--- src/rtl/circ_agu_pkg.sv ---
package circ_agu_pkg;
  typedef enum logic [1:0] {
    KIND_IDX  = 2'd0,
    KIND_MOD  = 2'd1,
    KIND_LEN  = 2'd2,
    KIND_NONE = 2'd3
  } reg_kind_e;

  localparam int NUM_HALVES = 2;
endpackage

--- src/rtl/agu_wrap.sv ---
module agu_wrap #(
  parameter int AW = 14
) (
  input  logic [AW-1:0] idx_i,
  input  logic [AW-1:0] mod_i,
  input  logic [AW-1:0] len_i,
  output logic [AW-1:0] nxt_o
);
  localparam int SW = AW + 2;

  // fill every bit below the highest set bit
  function automatic logic [AW-1:0] smear(input logic [AW-1:0] v);
    logic [AW-1:0] r;
    r = v;
    for (int k = 1; k < AW; k = k * 2) r = r | (r >> k);
    return r;
  endfunction

  logic [AW-1:0]        span_mask;
  logic [AW-1:0]        base;
  logic signed [SW-1:0] sum;
  logic signed [SW-1:0] lim;
  logic signed [SW-1:0] len_s;
  logic signed [SW-1:0] res;

  always_comb begin
    span_mask = smear(len_i - AW'(1));
    base      = idx_i & ~span_mask;
    len_s     = $signed({2'b00, len_i});
    sum       = $signed({2'b00, idx_i}) + $signed({{2{mod_i[AW-1]}}, mod_i});
    lim       = $signed({2'b00, base}) + len_s;
    res       = sum;
    if (len_i != '0) begin
      if (!mod_i[AW-1] && (sum >= lim))                      res = sum - len_s;
      else if (mod_i[AW-1] && (sum < $signed({2'b00, base}))) res = sum + len_s;
    end
    nxt_o = res[AW-1:0];
  end
endmodule

--- src/rtl/agu_half.sv ---
module agu_half
  import circ_agu_pkg::*;
#(
  parameter int AW   = 14,
  parameter int NPER = 4,
  localparam int HW  = (NPER > 1) ? $clog2(NPER) : 1
) (
  input  logic          clk,
  input  logic          rst_n,
  input  logic          wr_en,
  input  logic [1:0]    wr_kind,
  input  logic [HW-1:0] wr_slot,
  input  logic [AW-1:0] wr_data,
  input  logic [1:0]    rd_kind,
  input  logic [HW-1:0] rd_slot,
  output logic [AW-1:0] rd_data,
  input  logic          acc_en,
  input  logic [HW-1:0] acc_slot,
  input  logic [HW-1:0] acc_mod,
  output logic [AW-1:0] addr
);
  logic [AW-1:0] idx_q [NPER];
  logic [AW-1:0] mod_q [NPER];
  logic [AW-1:0] len_q [NPER];
  logic [AW-1:0] nxt;

  assign addr = idx_q[acc_slot];

  agu_wrap #(.AW(AW)) u_wrap (
    .idx_i (idx_q[acc_slot]),
    .mod_i (mod_q[acc_mod]),
    .len_i (len_q[acc_slot]),
    .nxt_o (nxt)
  );

  for (genvar k = 0; k < NPER; k++) begin : g_slot
    logic wr_hit;
    assign wr_hit = wr_en && (wr_slot == HW'(k));

    always_ff @(posedge clk or negedge rst_n) begin
      if (!rst_n) begin
        idx_q[k] <= '0;
        mod_q[k] <= '0;
        len_q[k] <= '0;
      end else begin
        if (wr_hit && wr_kind == KIND_IDX)      idx_q[k] <= wr_data;
        else if (acc_en && acc_slot == HW'(k))  idx_q[k] <= nxt;
        if (wr_hit && wr_kind == KIND_MOD)      mod_q[k] <= wr_data;
        if (wr_hit && wr_kind == KIND_LEN)      len_q[k] <= wr_data;
      end
    end
  end

  always_comb begin
    unique case (rd_kind)
      KIND_IDX: rd_data = idx_q[rd_slot];
      KIND_MOD: rd_data = mod_q[rd_slot];
      KIND_LEN: rd_data = len_q[rd_slot];
      default:  rd_data = '0;
    endcase
  end
endmodule

--- src/rtl/circ_agu.sv ---
module circ_agu
  import circ_agu_pkg::*;
#(
  parameter int AW   = 14,
  parameter int NREG = 8,
  localparam int IW   = $clog2(NREG),
  localparam int NPER = NREG / NUM_HALVES,
  localparam int HW   = (NPER > 1) ? $clog2(NPER) : 1
) (
  input  logic          clk,
  input  logic          rst_n,
  input  logic          wr_en,
  input  logic [1:0]    wr_kind,
  input  logic [IW-1:0] wr_num,
  input  logic [AW-1:0] wr_data,
  input  logic [1:0]    rd_kind,
  input  logic [IW-1:0] rd_num,
  output logic [AW-1:0] rd_data,
  input  logic          acc_en,
  input  logic [IW-1:0] acc_num,
  input  logic [HW-1:0] acc_mod,
  input  logic          acc_pm,
  output logic [AW-1:0] addr_o,
  output logic          addr_vld_o,
  output logic          addr_pm_o
);
  logic [AW-1:0] half_rd   [NUM_HALVES];
  logic [AW-1:0] half_addr [NUM_HALVES];

  logic acc_hi;
  assign acc_hi = acc_num[IW-1];

  for (genvar h = 0; h < NUM_HALVES; h++) begin : g_half
    agu_half #(.AW(AW), .NPER(NPER)) u_half (
      .clk      (clk),
      .rst_n    (rst_n),
      .wr_en    (wr_en && (wr_num[IW-1] == 1'(h))),
      .wr_kind  (wr_kind),
      .wr_slot  (wr_num[HW-1:0]),
      .wr_data  (wr_data),
      .rd_kind  (rd_kind),
      .rd_slot  (rd_num[HW-1:0]),
      .rd_data  (half_rd[h]),
      .acc_en   (acc_en && (acc_hi == 1'(h))),
      .acc_slot (acc_num[HW-1:0]),
      .acc_mod  (acc_mod),
      .addr     (half_addr[h])
    );
  end

  assign rd_data    = half_rd[rd_num[IW-1]];
  assign addr_o     = acc_en ? half_addr[acc_hi] : '0;
  assign addr_vld_o = acc_en;
  // only the upper generator may steer to program memory
  assign addr_pm_o  = acc_en && acc_pm && acc_hi;
endmodule

--- config.mk ---
export PLATFORM = sky130hd
export DESIGN_NAME = circ_agu
export DESIGN_NICKNAME = d
export VERILOG_FILES = /design/src/rtl/circ_agu_pkg.sv /design/src/rtl/agu_wrap.sv /design/src/rtl/agu_half.sv /design/src/rtl/circ_agu.sv
export SDC_FILE = /design/constraint.sdc
export NUM_CORES = 1
export LEC_CHECK = 0
export CAP_MARGIN = 20
export CORE_UTILIZATION = 64
export CTS_BUF_LIST = sky130_fd_sc_hd__clkbuf_4 sky130_fd_sc_hd__clkbuf_8 sky130_fd_sc_hd__clkbuf_16
export CTS_CLUSTER_DIAMETER = 40
export DETAILED_ROUTE_END_ITERATION = 10
export GPL_ROUTABILITY_DRIVEN = 0
export GPL_TIMING_DRIVEN = 0
export HOLD_SLACK_MARGIN = 0.03
export PLACE_DENSITY = 0.82
export REMOVE_ABC_BUFFERS = 1
export SLEW_MARGIN = 30
export SYNTH_ARGS = -nofsm -noshare
export SYNTH_HDL_FRONTEND = slang
export SYNTH_HIERARCHICAL = 1
export SYNTH_SLANG_ARGS = --single-unit
--- constraint.sdc ---
create_clock -name clk -period 9.13 [get_ports clk]
set_clock_uncertainty 0.05 [all_clocks]
set_input_delay 0.913 -clock clk [delete_from_list [all_inputs] [get_ports clk]]
set_output_delay 0.913 -clock clk [all_outputs]
set_load 0.005 [all_outputs]
==> results.toml <==
[worst_setup_path]
cp-start-kind = "primary input"
worst_path_dominant_cell_family = "compound AO/OA/AOI/OAI gates"
setup.worst_path.start = "acc_num[0]"
worst_path_largest_cell_delay_ps = 710
critPathMaxFanout = 35
critical_path.endpoint_type = "flip-flop"
required_time_of_the_critical_path_ps = 9510
origin_of_the_critical_flop_to_flop_path = "g_half[0].u_half/len_q[4]"
worst-endpoint-arrival_ps = 9180
critical_path_class = "primary input to flip-flop"
critical_path_buf_inv_count = 3
r2r_setup_slack_ps = 670
critical-path-slowest-cell = "or4_1"

[timing]
timing.final.ws_setup_ps = 333
report.final.slew_viol_count = 0
post_route_minimum_period_ps = 8800
maxClockFrequency_ghz = 0.114
timing.final.setup_violations = 0
fin_crit_sh = 0.964
worst_slew_margin_rel = 0.270
worst_slew_pin_slew_ps = 1090
timing.final.hold_violations = 0

[clocking]
cts.sinks = 336
clkTransAtPathRegs_ps = 60
cts_max_path_buffers = 3
cts_made_buffers = 46
htree_num_levels = 2
clkLatencyLatePin_ps = 560
number_of_hold_repair_buffers_added_at_the_cts_stage = 0
tritoncts_clock_tree = "yes"
clock-root-buffer = "clkbuf_16"

[logic_synthesis]
synth_top_cell_area_share = 0.318
synth-seq-area-share = 0.318
synth-async-reset-ratio = 1.00
synth_area_mm2 = 0.0264
synth.area.top_cells = "dfrtp_1, mux2_2, mux4_2"
synth-edff-count = 0
synth.largest_area_cell = "dfrtp_1"
netlist_instances = 2266
netlist-cell-type-count = 84
postSynthAreaPerCell_um2 = 11.7
yosysWarningCount = 6
yosys_register_bits = 336
synth_flop_cell = "dfrtp_1"

[job]
max-cap-violations = 0

[finish]
layout.area.seq_mm2 = 0.00841
finalNonFillerCells = 2833
fraction_of_final_layout_cells_with_drive_strength_greater_than_1 = 0.338
flow.area_growth_from_synthesis_pct = 9.80
nFillCells = 2662
multi_input_area_mm2 = 0.0171
most_frequent_cells_in_the_layout = "mux2_2, dfrtp_1, ha_1"
fin_nets = 2482
final_common_cell = "mux2_2"

[drt]
drt_iter0_drc = 2446
viasPerCell = 7.36
route.antenna.remaining_nets = 0
drt_wl_total_um = 80600
drcViolationCount = 0
via_count = 20861
drt-wirelength-per-cell_um = 28.5
dr.pass1.iters = 6

[placement]
post-place-ws_ps = -939
numPlacedInstances = 2737
detailedPlacementHpwl_um = 55300
io_buffers = 63

[global_route]
overflow = 0
grt_pass1_wl_um = 123000
grt_util_overall = 0.388
grt_antenna_before_repair = 4
first_global_vias = 21015
grt_max_degree = 92

[power]
leakage_nw = 12.6
totalPowerFinal_w = 0.0112
power.density_mw_per_mm2 = 387
max-vdd-ir-drop_mv = 0.249

[die]
initial_utilization = 0.649
die_h_um = 205
area_of_the_core_region_mm2 = 0.0407
fp.dieW_um = 205
fp-row-count = 74
fp.dieArea_mm2 = 0.0421
design.portCount = 64

[worst_hold_path]
timing.hold.worst.class = "primary input to async pin"

[run_status]
outcome = "finished clean"
==> per-layer routing <==
metal / vias to the layer above / global-route usage / share of wire
li1: 8710 / - / -
met1: 10420 / 0.512 / 0.37
met2: 1428 / 0.589 / 0.45
met3: 299 / 0.122 / 0.13
met4: 4 / 0.175 / 0.049
met5: - / 0 / 0.00027
==> final timing paths <==
check | end | depth (start not counted)
max reg2reg | g_half[0].u_half/idx_q[2] | 31
min in group clk | g_half[0].u_half/mod_q[18] | 1
max in group asynchronous | g_half[1].u_half/mod_q[29] | 3
min | g_half[1].u_half/idx_q[54] | 1
max | g_half[0].u_half/idx_q[2] | 32
min reg2reg | g_half[0].u_half/mod_q[18] | 1
==> layout make-up <==
cell class,instances,area share
clock buffer,56,0.0429
multi-input combinational,1697,0.590
inverter,100,0.0129
antenna,2,0.000172
tap,532,0.0229
sequential,336,0.290
timing repair buffer,89,0.0336
clock inverter,21,0.00755
==> power by group <==
group | internal (W) | switching [W]
registers | 0.00194 | 0.000350
clock network | 0.00103 | 0.000692
logic | 0.00304 | 0.00416
total | 0.00602 | 0.00520
==> cell usage after synthesis (6+ instances only) <==
cell type / n
dfrtp_1: 336
nand2b_1: 28
a221oi_1: 9
nor3_1: 43
a211oi_1: 16
nand2_1: 117
a31oi_1: 9
fa_1: 8
xnor2_1: 47
or2_2: 9
nand3b_1: 18
buf_2: 55
o21bai_1: 16
and2_1: 7
clkbuf_1: 67
a21oi_1: 82
nor2b_1: 39
mux2i_1: 14
nor2_1: 67
o221ai_1: 16
a221o_1: 15
o2bb2ai_1: 7
nand4_1: 9
a21o_1: 30
a211o_1: 7
mux2_2: 420
and3_1: 11
o21a_1: 14
buf_4: 6
xor2_1: 20
mux2_1: 42
nor4_1: 9
or3_1: 12
ha_1: 170
inv_1: 99
a22oi_1: 29
mux4_2: 168
o221a_1: 6
o21ai_0: 39
nand3_1: 41
o311ai_0: 6
a2111oi_0: 6
o31ai_1: 9
==> cell families (layout without fill, tap and decap cells) <==
group / Yosys count / in the layout / synth area share
muxes: 645 / 645 / 0.346
and+or+nand+nor: 434 / 435 / 0.0857
AOI/OAI and AO/OA: 372 / 372 / 0.103
DFF: 336 / 336 / 0.318
buffers and inverters: 234 / 266 / 0.0387
adders and majority gates: 178 / 178 / 0.0865
xor gates and xnor gates: 67 / 67 / 0.0222
other: 0 / 2 / 0
==> registers in the layout, summed over array words and instances (netlist names) <==
name,flops
g_half.u_half/idx_q,112
g_half.u_half/mod_q,112
g_half.u_half/len_q,112
==> metrics by stage <==
stage	setup TNS (ps)	utilization	hold WS (ps)	cell area [µm²]
3_5_place_dp	-71790	0.671	461	27300
2_1_floorplan	0	-	442	25800
4_1_cts	0	0.708	170	28900
3_3_place_gp	-2785600	0.665	450	27100
5_1_grt	-77.7	0.712	177	29000
6_report	0	0.712	166	29000
==> repair_timing <==
action                                 in CTS  in global routing
setup buffers                               3                 11
pin swaps                                   1                  0
endpoints found under the hold margin       0                  0
cloned                                      1                  1
gates resized for setup                     3                 14
setup endpoints to repair                  60                112
Power figures use the tool's default switching activity.
